<file path="src/rtl/ibr_pkg.sv">
package ibr_pkg;
  typedef enum logic [1:0] {BC_START, BC_STOP, BC_BIT} bit_cmd_e;
  typedef enum logic [1:0] {OP_START, OP_STOP, OP_WRITE, OP_READ} byte_op_e;
  typedef enum logic [3:0] {
    T_INIT, T_START, T_DEVW, T_WADDR, T_RSTART, T_DEVR, T_READ, T_STOP, T_END
  } seq_state_e;
endpackage

</file>
<file path="src/rtl/ibr_bit_engine.sv">
module ibr_bit_engine
  import ibr_pkg::*;
#(
  parameter int unsigned DIV_Q = 63
) (
  input  logic     clk_i,
  input  logic     rst_ni,
  input  logic     go_i,
  input  bit_cmd_e cmd_i,
  input  logic     bit_i,
  input  logic     sda_i,
  output logic     done_o,
  output logic     rx_o,
  output logic     scl_o,
  output logic     sda_oe_o
);
  localparam int unsigned CW = (DIV_Q > 1) ? $clog2(DIV_Q) : 1;

  logic [CW-1:0] cnt_q;
  logic [1:0]    phase_q;
  bit_cmd_e      cmd_q;
  logic          bit_q, busy_q, done_q, rx_q;
  logic          tick;

  assign tick = (cnt_q == CW'(DIV_Q - 1));

  always_ff @(posedge clk_i or negedge rst_ni) begin
    if (!rst_ni) begin
      cnt_q   <= '0;
      phase_q <= 2'd3;
      cmd_q   <= BC_STOP;
      bit_q   <= 1'b1;
      busy_q  <= 1'b0;
      done_q  <= 1'b0;
      rx_q    <= 1'b1;
    end else begin
      done_q <= 1'b0;
      if (!busy_q) begin
        if (go_i) begin
          busy_q  <= 1'b1;
          cmd_q   <= cmd_i;
          bit_q   <= bit_i;
          phase_q <= 2'd0;
          cnt_q   <= '0;
        end
      end else if (tick) begin
        cnt_q <= '0;
        if (phase_q == 2'd1) rx_q <= sda_i;  // mid-high sample
        if (phase_q == 2'd3) begin
          busy_q <= 1'b0;
          done_q <= 1'b1;
        end else begin
          phase_q <= phase_q + 2'd1;
        end
      end else begin
        cnt_q <= cnt_q + 1'b1;
      end
    end
  end

  // idle holds the last phase of the last command
  always_comb begin
    scl_o    = 1'b1;
    sda_oe_o = 1'b0;
    unique case (cmd_q)
      BC_START: begin
        scl_o    = (phase_q == 2'd1) || (phase_q == 2'd2);
        sda_oe_o = phase_q[1];
      end
      BC_STOP: begin
        scl_o    = (phase_q != 2'd0);
        sda_oe_o = !phase_q[1];
      end
      default: begin
        scl_o    = (phase_q == 2'd1) || (phase_q == 2'd2);
        sda_oe_o = !bit_q;
      end
    endcase
  end

  assign done_o = done_q;
  assign rx_o   = rx_q;
endmodule

</file>
<file path="src/rtl/ibr_byte_engine.sv">
module ibr_byte_engine
  import ibr_pkg::*;
#(
  parameter int unsigned DIV_Q = 63
) (
  input  logic       clk_i,
  input  logic       rst_ni,
  input  logic       go_i,
  input  byte_op_e   op_i,
  input  logic [7:0] wdata_i,
  input  logic       ack_i,
  input  logic       sda_i,
  output logic       done_o,
  output logic [7:0] rdata_o,
  output logic       nack_o,
  output logic       scl_o,
  output logic       sda_oe_o
);
  byte_op_e   op_q;
  logic [7:0] sh_q;
  logic [3:0] bcnt_q;
  logic       ack_q, busy_q, bgo_q, done_q, nack_q;
  bit_cmd_e   bcmd;
  logic       bbit, last_bit, bit_done, bit_rx;

  assign last_bit = (bcnt_q == 4'd8);

  always_comb begin
    bcmd = BC_BIT;
    bbit = 1'b1;
    unique case (op_q)
      OP_START: bcmd = BC_START;
      OP_STOP:  bcmd = BC_STOP;
      OP_WRITE: bbit = last_bit ? 1'b1 : sh_q[7];
      default:  bbit = last_bit ? !ack_q : 1'b1;
    endcase
  end

  ibr_bit_engine #(.DIV_Q(DIV_Q)) u_bit (
    .clk_i   (clk_i),
    .rst_ni  (rst_ni),
    .go_i    (bgo_q),
    .cmd_i   (bcmd),
    .bit_i   (bbit),
    .sda_i   (sda_i),
    .done_o  (bit_done),
    .rx_o    (bit_rx),
    .scl_o   (scl_o),
    .sda_oe_o(sda_oe_o)
  );

  always_ff @(posedge clk_i or negedge rst_ni) begin
    if (!rst_ni) begin
      op_q   <= OP_STOP;
      sh_q   <= '0;
      bcnt_q <= '0;
      ack_q  <= 1'b0;
      busy_q <= 1'b0;
      bgo_q  <= 1'b0;
      done_q <= 1'b0;
      nack_q <= 1'b0;
    end else begin
      bgo_q  <= 1'b0;
      done_q <= 1'b0;
      if (go_i && !busy_q) begin
        busy_q <= 1'b1;
        op_q   <= op_i;
        sh_q   <= wdata_i;
        ack_q  <= ack_i;
        bcnt_q <= '0;
        bgo_q  <= 1'b1;
      end else if (busy_q && bit_done) begin
        if (op_q == OP_START || op_q == OP_STOP) begin
          busy_q <= 1'b0;
          done_q <= 1'b1;
        end else if (last_bit) begin
          nack_q <= bit_rx;
          busy_q <= 1'b0;
          done_q <= 1'b1;
        end else begin
          sh_q   <= {sh_q[6:0], bit_rx};
          bcnt_q <= bcnt_q + 4'd1;
          bgo_q  <= 1'b1;
        end
      end
    end
  end

  assign done_o  = done_q;
  assign rdata_o = sh_q;
  assign nack_o  = nack_q;
endmodule

</file>
<file path="src/rtl/i2c_boot_reader.sv">
module i2c_boot_reader
  import ibr_pkg::*;
#(
  parameter int unsigned DIV_Q    = 63,
  parameter int unsigned COUNT_W  = 16,
  parameter logic [6:0]  DEV_ADDR = 7'b1010000
) (
  input  logic               clk_i,
  input  logic               rst_ni,
  input  logic [COUNT_W-1:0] byte_count_i,
  input  logic               sda_i,
  output logic               scl_o,
  output logic               sda_oe_o,
  output logic               data_valid_o,
  output logic [7:0]         data_o,
  output logic [COUNT_W-1:0] data_index_o,
  output logic               done_o,
  output logic               error_o
);
  localparam logic [7:0] WORD_ADDR = 8'h00;

  seq_state_e         state_q;
  logic [COUNT_W-1:0] cnt_q, idx_q, index_q;
  logic [7:0]         data_q, wdata, rdata;
  logic               go_q, valid_q, done_q, err_q;
  logic               bdone, bnack, last;
  byte_op_e           op;

  assign last = (idx_q == cnt_q - 1'b1);

  always_comb begin
    op    = OP_WRITE;
    wdata = WORD_ADDR;
    unique case (state_q)
      T_START, T_RSTART: op = OP_START;
      T_STOP:            op = OP_STOP;
      T_READ:            op = OP_READ;
      T_DEVW:            wdata = {DEV_ADDR, 1'b0};
      T_DEVR:            wdata = {DEV_ADDR, 1'b1};
      default:           op = OP_WRITE;
    endcase
  end

  ibr_byte_engine #(.DIV_Q(DIV_Q)) u_byte (
    .clk_i   (clk_i),
    .rst_ni  (rst_ni),
    .go_i    (go_q),
    .op_i    (op),
    .wdata_i (wdata),
    .ack_i   (!last),
    .sda_i   (sda_i),
    .done_o  (bdone),
    .rdata_o (rdata),
    .nack_o  (bnack),
    .scl_o   (scl_o),
    .sda_oe_o(sda_oe_o)
  );

  always_ff @(posedge clk_i or negedge rst_ni) begin
    if (!rst_ni) begin
      state_q <= T_INIT;
      cnt_q   <= '0;
      idx_q   <= '0;
      index_q <= '0;
      data_q  <= '0;
      go_q    <= 1'b0;
      valid_q <= 1'b0;
      done_q  <= 1'b0;
      err_q   <= 1'b0;
    end else begin
      go_q    <= 1'b0;
      valid_q <= 1'b0;
      done_q  <= 1'b0;
      if (state_q == T_INIT) begin
        cnt_q   <= (byte_count_i == '0) ? COUNT_W'(1) : byte_count_i;
        state_q <= T_START;
        go_q    <= 1'b1;
      end else if (bdone) begin
        go_q <= (state_q != T_STOP) && (state_q != T_END);
        unique case (state_q)
          T_START:  state_q <= T_DEVW;
          T_DEVW:   if (bnack) begin err_q <= 1'b1; state_q <= T_STOP; end
                    else state_q <= T_WADDR;
          T_WADDR:  if (bnack) begin err_q <= 1'b1; state_q <= T_STOP; end
                    else state_q <= T_RSTART;
          T_RSTART: state_q <= T_DEVR;
          T_DEVR:   if (bnack) begin err_q <= 1'b1; state_q <= T_STOP; end
                    else state_q <= T_READ;
          T_READ: begin
            valid_q <= 1'b1;
            data_q  <= rdata;
            index_q <= idx_q;
            if (last) state_q <= T_STOP;
            else idx_q <= idx_q + 1'b1;
          end
          T_STOP: begin
            done_q  <= 1'b1;
            state_q <= T_END;
          end
          default: state_q <= state_q;
        endcase
      end
    end
  end

  assign data_valid_o = valid_q;
  assign data_o       = data_q;
  assign data_index_o = index_q;
  assign done_o       = done_q;
  assign error_o      = err_q;
endmodule

</file>
<file path="config.mk">
export PLATFORM = sky130hd
export DESIGN_NAME = i2c_boot_reader
export DESIGN_NICKNAME = d
export VERILOG_FILES = /design/src/rtl/ibr_pkg.sv /design/src/rtl/ibr_bit_engine.sv /design/src/rtl/ibr_byte_engine.sv /design/src/rtl/i2c_boot_reader.sv
export SDC_FILE = /design/constraint.sdc
export NUM_CORES = 1
export LEC_CHECK = 0
export BUFFER_PORTS_ARGS = -buffer_cell sky130_fd_sc_hd__buf_2
export CAP_MARGIN = 20
export CORE_MARGIN = 2
export CORE_UTILIZATION = 64
export DETAILED_ROUTE_END_ITERATION = 8
export PLACE_DENSITY = 0.85
export SLEW_MARGIN = 20
export SYNTH_ARGS = -nofsm -noshare
export SYNTH_HDL_FRONTEND = slang
export SYNTH_HIERARCHICAL = 1
export SYNTH_SLANG_ARGS = --single-unit
</file>
<file path="constraint.sdc">
create_clock -name clk_i -period 4.45 [get_ports clk_i]
set_clock_uncertainty 0.2 [all_clocks]
set_input_delay 0 -clock clk_i [delete_from_list [all_inputs] [get_ports clk_i]]
set_output_delay 0 -clock clk_i [all_outputs]
set_load 0.02 [all_outputs]
</file>
=== Word-level counts from Yosys, hierarchy flattened ===
Index checks and enable logic that the tools add are counted.

* Register bits after elaboration: 97
* Logic and storage cells: 148
* Output and inout bits: 29
* Bits of input ports: 19

* Equal/unequal tests: 23
* Bitwise logic cells: 5
* Reduce and logical (&&, ||, !) cells: 33
* Multiplexer cells: 58
* Add/subtract/negate cells: 5

{| class="wikitable"
|+ Operators with widths
! operator !! count
|-
| two-way mux 8 bit || 4
|-
| two-way mux 1 bit || 31
|-
| two-way mux 4 bit || 7
|-
| one-hot mux 4 bit (7 select lines) || 1
|-
| two-way mux 6 bit || 3
|-
| adder 16 x 1 -> 16 bit, second input constant || 1
|-
| == test 16 bit || 1
|-
| == test 4 x 3 -> 1 bit, second input constant || 4
|-
| zero test 16 bit || 1
|-
| two-way mux 16 bit || 1
|-
| one-hot mux 8 bit (2 select lines) || 1
|-
| subtractor 16 x 1 -> 16 bit, second input constant || 1
|-
| AND reduction 3 bit || 5
|-
| AND reduction 4 bit || 3
|-
| two-way mux 2 bit || 5
|-
| == test 4 x 2 -> 1 bit, second input constant || 2
|-
| nonzero test 2 bit || 4
|-
| nonzero test 8 bit || 1
|-
| adder 6 x 1 -> 6 bit, second input constant || 1
|-
| == test 2 x 1 -> 1 bit, second input constant || 3
|-
| == test 2 bit, second input constant || 3
|-
| == test 6 bit, second input constant || 1
|-
| one-hot mux 2 bit (3 select lines) || 1
|-
| zero test 1 bit || 5
|-
| other kinds (21) || 34
|}

=== Logic depth before layout (Yosys ltp) ===
* Word-level depth: 6
* Depth in mapped cells: 11

=== By module ===
The synthesis kept the hierarchy.

{| class="wikitable"
|+ By module, submodules not included
! module !! sequential area each (um^2) !! instances !! cells each !! area each (um^2)
|-
| i2c_boot_reader || 1,601.5 || 1 || 304 || 3,349.5
|-
| ibr_byte_engine || 476.7 || 1 || 95 || 950.9
|-
| ibr_bit_engine || 356.6 || 1 || 76 || 750.7
|}

=== Least setup slack after synthesis ===
No wires, ideal clock.

* Path type: register to register
* From: reg, netlist name cnt_q[3]
* To: reg idx_q[1]
* Slack: 1.695 ns
* Buffers on the path: 1
* Cell stages (with the launch flop): 9
* Clock period less this slack: 2.755 ns
* Arrival time: 2.427 ns
* Cells stage by stage: dfrtp_1 > buf_6 > or4_4 > or3_1 > o32a_1 > nor3b_2 > nand4_2 > nand2_1 > mux2_1

{| class="wikitable"
|+ RTL lines
! what !! RTL line !! text
|-
| to (signal assigned) || i2c_boot_reader.sv:94 || <nowiki>else idx_q <= idx_q + 1'b1;</nowiki>
|-
| to (decl) || i2c_boot_reader.sv:23 || <nowiki>logic [COUNT_W-1:0] cnt_q, idx_q, index_q;</nowiki>
|}

==> metrics.cfg <==
[detailed_routing]
firstDrtPassIters = 4
viasPerCell = 6.026
wl_per_cell_um = 16.57
vias = 3875
drc = 0
drt-total-wl_mm = 10.66
ant_nets = 0
drt_iter0_drc = 179

[synth]
ys.warnings.count = 6
yosysSeqAreaShare = 0.4820
synth_ff_type = dfrtp_1
synthCells = 475
synth-edff-count = 0
yosys.cell_types.count = 72
netlist_area_um2 = 5051
synthArstFlopShare = 1.000
ys_ff_latch = 97
syn_avg_cell_area_um2 = 10.63

[run_status]
status = finished clean

[floorplanning]
start_util = 0.6571
die_h_um = 92.84
design.portCount = 48
core_area_um2 = 7687
rows = 32
die-area_um2 = 8619
die_x_um = 92.84

[worst_setup_path]
reg2reg_slack_ns = 1.25
cp_slowest_cell = or3b_2
crit_type = reg -> reg
cp.depth = 9
critPathArrivalTime_ns = 3.25
critPathLaunchType = register
cp_max_fo = 16
cp_cell_sequence = inv_1, ha_1, or3b_2, nor2_1, nor4b_1, o22a_1, nand4_2, nand2_1, mux2_1
crit_family = simple AND/OR/NAND/NOR gates
r2r-start = cnt_q[0]$_DFFE_PN0P_
end_kind = register
critical_path_required_ns = 4.50
critical_path.reg2reg.endpoint = idx_q[1]$_DFFE_PN0P_
worst-path-buf-inv = 1
rr_worst_depth = 9
slowest_delay_ns = 0.49

[final_layout]
drive_gt1_frac = 0.2495
n_antenna_cell = 0
fillers = 543
final_cells = 643
finish.utilization = 0.7446
nNetsFinal = 565
final_cell_mix = 91 x dfrtp_1, 49 x nand2_1, 46 x buf_2
area_growth_pct = 13.33
final_common_cell = dfrtp_1

[clocking]
clock_path_buffers = 2
holdBufCountCts = 20
post_cts_buffers = 0
cts_resized = 0
clock-sinks = 97
cts_made_buffers = 9
cts_root_buf = clkbuf_8
htreeDepth = 3
cts_tree = yes
clkLatencyLatePin_ns = 0.36
clk_pin_slew_worst_paths_ns = 0.10

[sta]
relSlewSlack = 0.3354
rsz0062_at_grt = false
setup_slack_ns = 1.254
fin_crit_ns = 3.196
finalSetupTns_ns = 0
slew_violations = 0
finalHoldViolations = 0
setup_viol = 0
worst_slew_pin_slew_ns = 0.9895
fin_crit_sh = 0.7183
max_freq_ghz = 0.3129

[placed_design]
dp_hpwl_mm = 7.305
port_buffers = 47
place_inst = 608
dpl_worst_slack_ns = 1.314
gp_congestion = 0.8828

[run]
drv_cap = 0

[power_and_ir_drop]
p_per_area_nw_per_um2 = 265.7
p_leak_uw = 0.002574
report.power.total_uw = 1521
p_sw_frac = 0.2509
p_comb_frac = 0.056
irDropWorstVdd_mv = 0.1914
p_int_uw = 1140
p_sw_uw = 381.6
p_seq_frac = 0.596
clkPwrFrac = 0.348

[global_route]
antenna_found_initial = 0
grt_pass1_vias = 3805
grt_pass1_wl_mm = 17.95
track_usage = 0.2636
grt_max_degree = 55
grt.overflow.total = 0

[hold_path]
hold_class = in -> reg
hold_depth = 4
whs_endpoint = cnt_q[8]$_DFFE_PN0P_
hold_start = byte_count_i[8]

[sequential cells by signal, summed over array words and instances (netlist names)]
name and cells:
cnt_q 16, data_index_o 16, data_o 8, data_valid_o 1, done_o 1, error_o 1, go_q 1, idx_q 16
state_q 4, u_byte/ack_q 1, u_byte/bcnt_q 4, u_byte/bgo_q 1, u_byte/busy_q 1, u_byte/done_o 1, u_byte/nack_o 1, u_byte/op_q 2
u_byte/rdata_o 8, u_byte/u_bit/bit_q 1, u_byte/u_bit/busy_q 1, u_byte/u_bit/cmd_q 2, u_byte/u_bit/cnt_q 6, u_byte/u_bit/done_o 1, u_byte/u_bit/phase_q 2, u_byte/u_bit/rx_o 1
[cell families after synthesis]
logic type	count (synthesis)	synth area share
compound gates	63	0.08423
xor+xnor	36	0.06242
fa+ha+maj	9	0.02229
buf+inv	38	0.03666
flops	97	0.4820
mux	45	0.1006
other cells	1	0.0007424
simple gates	186	0.2111
[worst min-delay path, stage by stage]
cell           delay, ns
dlygate4sd3_1       0.52
buf_2               0.11
nand2_1             0.04
o21ai_0             0.06
[worst max path at each step]
| stage | from | to | slack [ns] |
|---|---|---|---|
| after floorplan | cnt_q[3]$_DFFE_PN0P_ | idx_q[1]$_DFFE_PN0P_ | 1.70 |
| after global placement | cnt_q[3]$_DFFE_PN0P_ | idx_q[1]$_DFFE_PN0P_ | 1.41 |
| after detailed placement | cnt_q[0]$_DFFE_PN0P_ | idx_q[1]$_DFFE_PN0P_ | 1.31 |
| after CTS | cnt_q[0]$_DFFE_PN0P_ | idx_q[1]$_DFFE_PN0P_ | 1.30 |
| after global routing | cnt_q[0]$_DFFE_PN0P_ | idx_q[1]$_DFFE_PN0P_ | 1.02 |
| final | cnt_q[0]$_DFFE_PN0P_ | idx_q[1]$_DFFE_PN0P_ | 1.25 |
[Yosys cell counts, drive strengths merged, types with 4 or more instances]
master  count  area [µm²]
xnor2      27       236.5
ha          9       112.6
nor4        9       68.81
dfstp       6       157.7
mux2       43       488.0
buf        13       86.33
nand3b      7       65.06
a21oi      16       80.08
dfrtp      91        2277
and3       11       75.07
nor4b       4       41.29
xor2        9       78.83
nor2b       6       37.54
inv        16       60.06
nor3b       5       42.54
or3         4       25.02
nor3       12       60.06
clkbuf      8       30.03
nand4       9       62.56
o21ai      16       80.08
o211ai     10       75.07
nor2       18       67.56
nand3      30       155.1
nand2      50       195.2
[final cells by class]
class                      count  area [µm²]  share of cell area
multi-input combinational    344        2464              0.4304
sequential                    97        2435              0.4254
timing repair buffer          69       462.9             0.08087
tap                          102       127.6             0.02230
clock buffer                   9       123.9             0.02164
inverter                      16       60.06             0.01049
clock inverter                 6       51.30            0.008962
[power groups by stage]
stage	combinational [µW]	clock (µW)	sequential, µW
6_report	85.1	530	906
4_1_cts	84.0	542	906
5_1_grt	94.9	570	908
2_1_floorplan	38.3	0	916
3_5_place_dp	68.6	0	923
3_3_place_gp	67.4	0	922
[through the flow]
stage          hold WS [ns]  cell area (µm²)
6_report             0.1989             5724
5_1_grt              0.2255             5724
4_1_cts              0.1912             5724
3_5_place_dp        -0.1710             5339
3_3_place_gp        -0.1815             5339
2_1_floorplan       -0.4956             5066
[layer usage]
layer,track usage,wire length [µm]
met1,0.3406,4595
met2,0.4529,5506
met3,0.03336,334
met4,0.1042,218
met5,0,0
Note: power is estimated with default switching activity, not from simulation.
